**config.mk**
```make
export PLATFORM = sky130hd
export DESIGN_NAME = flash_busy_responder
export DESIGN_NICKNAME = d
export VERILOG_FILES = /design/src/rtl/fbr_pkg.sv /design/src/rtl/fbr_sequencer.sv /design/src/rtl/fbr_toggle.sv /design/src/rtl/fbr_read_mux.sv /design/src/rtl/flash_busy_responder.sv
export SDC_FILE = /design/constraint.sdc
export NUM_CORES = 1
export LEC_CHECK = 0
export ABC_AREA = 1
export BUFFER_PORTS_ARGS = -buffer_cell sky130_fd_sc_hd__buf_2
export CORE_UTILIZATION = 28
export DETAILED_ROUTE_END_ITERATION = 16
export PLACE_DENSITY = 0.5
export SLEW_MARGIN = 20
export SYNTH_ARGS = -nofsm -noshare
export SYNTH_HDL_FRONTEND = slang
export SYNTH_SLANG_ARGS = --single-unit
```
**constraint.sdc**
```tcl
create_clock -name clk -period 4.3 [get_ports clk]
set_input_delay 0.86 -clock clk [delete_from_list [all_inputs] [get_ports clk]]
set_output_delay 0.86 -clock clk [all_outputs]
set_load 0.05 [all_outputs]
```
**src/rtl/fbr_pkg.sv**
```systemverilog
package fbr_pkg;
    typedef enum logic [1:0] {
        ST_IDLE   = 2'd0,
        ST_BUSY   = 2'd1,
        ST_SETTLE = 2'd2
    } fbr_state_e;
endpackage

```
**src/rtl/fbr_sequencer.sv**
```systemverilog
module fbr_sequencer
    import fbr_pkg::*;
#(
    parameter int BUSY_CYCLES   = 40,
    parameter int SETTLE_CYCLES = 125
) (
    input  logic       clk,
    input  logic       rst_n,
    input  logic       op_start,
    input  logic       op_is_erase,
    input  logic       prog_b7,
    output fbr_state_e state,
    output logic       launch,
    output logic       erase_q,
    output logic       prog_b7_q
);
    localparam int MAX_CNT = (BUSY_CYCLES > SETTLE_CYCLES) ? BUSY_CYCLES : SETTLE_CYCLES;
    localparam int CNT_W   = $clog2(MAX_CNT + 1);
    localparam logic [CNT_W-1:0] BUSY_LOAD   = CNT_W'(BUSY_CYCLES - 1);
    localparam logic [CNT_W-1:0] SETTLE_LOAD = CNT_W'(SETTLE_CYCLES - 1);

    fbr_state_e       state_nx;
    logic [CNT_W-1:0] cnt;
    logic             cnt_zero;

    assign cnt_zero = (cnt == '0);
    assign launch   = (state == ST_IDLE) && op_start;

    // state register
    always_ff @(posedge clk) begin
        if (!rst_n) state <= ST_IDLE;
        else        state <= state_nx;
    end

    // next state: START, DONE, SETTLED
    always_comb begin
        state_nx = state;
        unique case (state)
            ST_IDLE:   if (op_start) state_nx = ST_BUSY;
            ST_BUSY:   if (cnt_zero) state_nx = ST_SETTLE;
            ST_SETTLE: if (cnt_zero) state_nx = ST_IDLE;
            default:   state_nx = ST_IDLE;
        endcase
    end

    // phase counter and captured operation
    always_ff @(posedge clk) begin
        if (!rst_n) begin
            cnt       <= '0;
            erase_q   <= 1'b0;
            prog_b7_q <= 1'b0;
        end else begin
            unique case (state)
                ST_IDLE: begin
                    if (op_start) begin
                        cnt       <= BUSY_LOAD;
                        erase_q   <= op_is_erase;
                        prog_b7_q <= prog_b7;
                    end
                end
                ST_BUSY: begin
                    if (cnt_zero) cnt <= SETTLE_LOAD;
                    else          cnt <= cnt - 1'b1;
                end
                ST_SETTLE: begin
                    if (!cnt_zero) cnt <= cnt - 1'b1;
                end
                default: cnt <= '0;
            endcase
        end
    end

    assert_busy_not_to_idle_R7: assert property (@(posedge clk) disable iff (!rst_n)
        (state == ST_BUSY) |=> (state != ST_IDLE));
    assert_settle_after_busy_R7: assert property (@(posedge clk) disable iff (!rst_n)
        (state == ST_SETTLE) |-> ($past(state) != ST_IDLE));
    assert_start_ignored_R9: assert property (@(posedge clk) disable iff (!rst_n)
        (state != ST_IDLE && op_start) |=> ($stable(erase_q) && $stable(prog_b7_q)));
endmodule

```
**src/rtl/fbr_toggle.sv**
```systemverilog
module fbr_toggle
    import fbr_pkg::*;
(
    input  logic       clk,
    input  logic       rst_n,
    input  fbr_state_e state,
    input  logic       launch,
    input  logic       rd_stb,
    output logic       tog
);
    logic flip;
    assign flip = rd_stb && (state == ST_BUSY);

    always_ff @(posedge clk) begin
        if (!rst_n)      tog <= 1'b0;
        else if (launch) tog <= 1'b0;
        else if (flip)   tog <= ~tog;
    end

    assert_toggle_quiet_R5: assert property (@(posedge clk) disable iff (!rst_n)
        (!flip && !launch) |=> $stable(tog));
    assert_toggle_flips_R5: assert property (@(posedge clk) disable iff (!rst_n)
        flip |=> (tog != $past(tog)));
endmodule

```
**src/rtl/fbr_read_mux.sv**
```systemverilog
module fbr_read_mux
    import fbr_pkg::*;
#(
    parameter int              DATA_W    = 16,
    parameter logic [DATA_W-1:0] FILL_WORD = 16'h5A3C
) (
    input  logic              clk,
    input  logic              rst_n,
    input  fbr_state_e        state,
    input  logic              rd_stb,
    input  logic [DATA_W-1:0] array_word,
    input  logic              erase_q,
    input  logic              prog_b7_q,
    input  logic              tog,
    output logic [DATA_W-1:0] rd_data
);
    localparam int POLL_BIT = 7;
    localparam int TOG_BIT  = 6;

    logic              poll_val;
    logic              busy_or_settle;
    logic [DATA_W-1:0] resp;

    assign busy_or_settle = (state != ST_IDLE);

    always_comb begin
        unique case (state)
            ST_BUSY:   poll_val = erase_q ? 1'b0 : ~prog_b7_q;
            ST_SETTLE: poll_val = array_word[POLL_BIT];
            default:   poll_val = array_word[POLL_BIT];
        endcase
    end

    for (genvar i = 0; i < DATA_W; i++) begin : g_bit
        if (i == POLL_BIT) begin : g_poll
            assign resp[i] = poll_val;
        end else if (i == TOG_BIT) begin : g_tog
            assign resp[i] = busy_or_settle ? tog : array_word[i];
        end else begin : g_fill
            assign resp[i] = busy_or_settle ? FILL_WORD[i] : array_word[i];
        end
    end

    always_ff @(posedge clk) begin
        if (!rst_n)      rd_data <= '0;
        else if (rd_stb) rd_data <= resp;
    end

    assert_hold_R10: assert property (@(posedge clk) disable iff (!rst_n)
        !rd_stb |=> $stable(rd_data));
    assert_idle_pass_R2: assert property (@(posedge clk) disable iff (!rst_n)
        (state == ST_IDLE && rd_stb) |=> (rd_data == $past(array_word)));
    assert_erase_poll_R4: assert property (@(posedge clk) disable iff (!rst_n)
        (state == ST_BUSY && erase_q && rd_stb) |=> (rd_data[POLL_BIT] == 1'b0));
    assert_settle_poll_R7: assert property (@(posedge clk) disable iff (!rst_n)
        (state == ST_SETTLE && rd_stb) |=> (rd_data[POLL_BIT] == $past(array_word[POLL_BIT])));
endmodule

```
**src/rtl/flash_busy_responder.sv**
```systemverilog
module flash_busy_responder
    import fbr_pkg::*;
#(
    parameter int                DATA_W    = 16,
    parameter int                BUSY_CYCLES = 40,
    parameter int                CLK_MHZ   = 125,
    parameter int                SETTLE_NS = 1000,
    parameter logic [DATA_W-1:0] FILL_WORD = 16'h5A3C
) (
    input  logic              clk,
    input  logic              rst_n,
    input  logic              op_start,
    input  logic              op_is_erase,
    input  logic [DATA_W-1:0] prog_word,
    input  logic [DATA_W-1:0] array_word,
    input  logic              rd_stb,
    output logic [DATA_W-1:0] rd_data
);
    localparam int SETTLE_RAW    = (CLK_MHZ * SETTLE_NS + 999) / 1000;
    localparam int SETTLE_CYCLES = (SETTLE_RAW < 1) ? 1 : SETTLE_RAW;

    fbr_state_e state;
    logic       launch;
    logic       erase_q;
    logic       prog_b7_q;
    logic       tog;

    fbr_sequencer #(
        .BUSY_CYCLES  (BUSY_CYCLES),
        .SETTLE_CYCLES(SETTLE_CYCLES)
    ) u_seq (
        .clk        (clk),
        .rst_n      (rst_n),
        .op_start   (op_start),
        .op_is_erase(op_is_erase),
        .prog_b7    (prog_word[7]),
        .state      (state),
        .launch     (launch),
        .erase_q    (erase_q),
        .prog_b7_q  (prog_b7_q)
    );

    fbr_toggle u_tog (
        .clk   (clk),
        .rst_n (rst_n),
        .state (state),
        .launch(launch),
        .rd_stb(rd_stb),
        .tog   (tog)
    );

    fbr_read_mux #(
        .DATA_W   (DATA_W),
        .FILL_WORD(FILL_WORD)
    ) u_mux (
        .clk       (clk),
        .rst_n     (rst_n),
        .state     (state),
        .rd_stb    (rd_stb),
        .array_word(array_word),
        .erase_q   (erase_q),
        .prog_b7_q (prog_b7_q),
        .tog       (tog),
        .rd_data   (rd_data)
    );
endmodule

```
==> metrics.md <==
| Metric | Value |
|---|---|
| Avg WL per Cell | 10.8 um |
| CP Data Arrival Time | around 0.90 ns |
| Worst slew margin | between 60% and 70% |
| Top cell family by delay on the critical path | flip-flops |
| Top layer reached by signal wires | met4 |
| Worst VDD drop | 0.000245 V |
| Fillcell total | just under 500 |
| Mapped Cells | 181 |
| Number of global-route vias before repair | between 1000 and 1500 |
| Boundary Pins | between 50 and 60 |
| FF-to-FF path depth | 9 |
| Final instance area | 0.00159 mm2 |
| Post-CTS Hold Fix Bufs | 0 |
| Initial antenna violation count | 0 |
| Hold endpoint | u_tog.tog |
| Core footprint | 0.00438 mm2 |
| Status | finished, final reports clean |
| R2R Path End | u_seq.cnt[0] |
| PD cells | roughly 660 mW/mm2 |
| Clock sink count | 28 |
| Inserted Diodes | 0 |
| DR WL met2 | 1250 um |
| Initial DRC Count | 64 |
| Longest Clk Path Bufs | 2 |
| Tmin final | 1.76 ns |
| Port bufs | 37 |
| RD Place Congestion | between 0.7 and 0.8 |
| Met3 wire len | 161 um |
| Detailed Routing Iterations Pass 1 | 4 |
| Row cnt | 24 |
| Cell count along the critical path | 1 |
| Die Wd | 69.9 um |
| #FFs+latches synth | 28 |
| Non-filler cells in the finished layout | 268 |
| Layout area overhead | 23.0% |
| First-pass GRT wire length | 5290 um |
| M1 WL | around 1400 um |
| Post-CTS sizing | 0 |
| Hold Startpoint | u_tog.tog |
| Worst Path Buf+Inv | 1 |
| Hold Crit Class | reg -> reg |
| Synthesized area per cell | 7.14 um2 |
| Final Hold Violating Endpoints | 0 |
| Via count | 1185 |
| R2r setup slk | 2.68 ns |
| Post-Syn Area | between 0.001 and 0.0015 mm2 |
| Critical Path Start Type | register |
| Distinct cell type count after synthesis | 22 |
| Final setup viols | 0 |
| Crit. Startpoint | u_mux.rd_data[2] |
| # nets final | 256 |
| Layout cell share with drive strength beyond 1 | between 20% and 30% |
| Period utilization | 41.0% |
| Crit path max fanout | 2 |
| Max Clk Rate | 568 MHz |
| Worst path max stage delay | 0.36 ns |
| Initial Util | 29.5% |
| Detail Route Antenna Nets | 0 |
| Final routed DRC violation total | 0 |
| RR Startpoint | u_seq.cnt[0] |
| CP max stage cell | dfxtp_1 |
| Crit end category | output port |
| Sequential element share of the synthesized area | 43.4% |
| Via-per-instance ratio | 4.42 |
| Slew Limit Fails | 0 |
| Reg clk slew, reported paths | approximately 0.10 ns |
| Slew @ Worst Pin | between 0.4 and 0.5 ns |
| Gr ovfl total | 0 |
| Worst skew pair latency | 0.28 ns |
| GRT Resource Usage Total | 13.1% |
| CP cell instances | buf_2 |
| P_leak | 0.782 nW |
| Synthesis Warnings | 0 |
| Syn nets | 220 |
| Die Ht | around 70 um |
| Number of max-cap violations | 0 |
| DIE AREA | 0.00489 mm2 |
| HPWL Detailed | 2050 um |
| Root Driver | clkbuf_8 |
| Routed WL | 2880 um |
| Worst path required time | about 3.4 ns |
| Setup CP Type | reg -> out |
| Fin Clk Skew | 0.00499 ns |
| Dpl cell area | 0.00152 mm2 |
| Unrepaired setup endpoints after global routing | no |
| # Post-CTS Setup Buffers | 0 |
| Setup tns final | 0 ns |
| Max H-tree Level | 1 |
| Total CTS buffers | 3 |
| CTS tree | yes |
| Largest net degree at the start of global routing | 35 |
| Hold depth | 1 |
| Cells after DPL | around 260 |
[cells in the mapped netlist]
cell | instances | area (um2)
o21ai_0 | 23 | 115
xnor2_1 | 1 | 8.76
ha_1 | 2 | 25.0
clkbuf_1 | 5 | 18.8
nand3_1 | 8 | 40.0
nand3b_1 | 1 | 7.51
o21ai_2 | 1 | 8.76
inv_1 | 28 | 105
a31oi_1 | 10 | 62.6
nand3_2 | 1 | 10.0
nor2_2 | 2 | 12.5
buf_2 | 1 | 5.00
a21oi_1 | 16 | 80.1
inv_2 | 1 | 3.75
nor2_4 | 1 | 11.3
xor2_1 | 2 | 17.5
dfxtp_1 | 28 | 561
nand2_1 | 33 | 124
nor2_1 | 13 | 48.8
nand2_2 | 1 | 6.26
o211ai_1 | 2 | 15.0
nand4_1 | 1 | 6.26
[kinds of logic after synthesis]
group           share of synthesized area [%]
buf+inv                                  10.3
xor+xnor                                 2.03
fa+ha+maj                                1.94
compound gates                           21.8
simple gates                             20.6
flops                                    43.4
[placed cells by master (no fill, tap or decap), drive strengths merged]
cell,count
a21oi,16
buf,37
nand3,9
nand3b,1
inv,29
nand2,34
clkbuf,3
dfxtp,28
a31oi,10
bufinv,1
nor2,16
o211ai,2
xnor2,1
ha,2
o21ai,24
nand4,1
xor2,2
[final cells by class]
cell class              count  area [um2]  share of cell area, %
clock inverters             1        30.0                   1.89
repair buffers             37         185                   11.6
multi-input cells         118         599                   37.7
clock buffers               3        41.3                   2.60
inverters                  29         109                   6.84
well taps                  52        65.1                   4.09
flip-flops and latches     28         561                   35.2
[registers in the layout, indices dropped and copies added, names as in the netlist]
register / count
u_mux.rd_data: 16
u_seq.cnt: 7
u_seq.erase_q: 1
u_seq.prog_b7_q: 1
u_seq.state: 2
u_tog.tog: 1
[how the worst max path moves through the flow]
stage / slack [ns] / end
final: 2.54 / rd_data[2]
after global placement: 2.57 / u_tog.tog
after global routing: 2.42 / u_seq.cnt[5]
after detailed placement: 2.56 / u_tog.tog
after floorplan: 2.84 / rd_data[6]
after CTS: 2.54 / rd_data[2]
[through the flow]
stage | hold WS, ns | util (%) | power, mW | worst slack (ns)
after floorplan | 0.421 | - | 0.748 | 2.84
after global placement | 0.438 | 34.6 | 0.852 | 2.57
after detailed placement | 0.442 | 34.6 | 0.853 | 2.56
after CTS | 0.456 | 36.3 | 1.06 | 2.54
after global routing | 0.474 | 36.3 | 1.15 | 2.42
final | 0.452 | 36.3 | 1.05 | 2.54
[metal layers]
metal	up-vias	track usage [%]
li1	657	-
met1	500	16.9
met2	26	21.9
met3	2	3.61
met4	0	2.67
met5	-	0
[power breakdown]
part / switching (mW) / total, mW / internal [mW]
sequential: 0.0479 / 0.371 / 0.323
combinational: 0.323 / 0.472 / 0.149
clock: 0.0826 / 0.207 / 0.125
(Power assumes the default switching activity.)
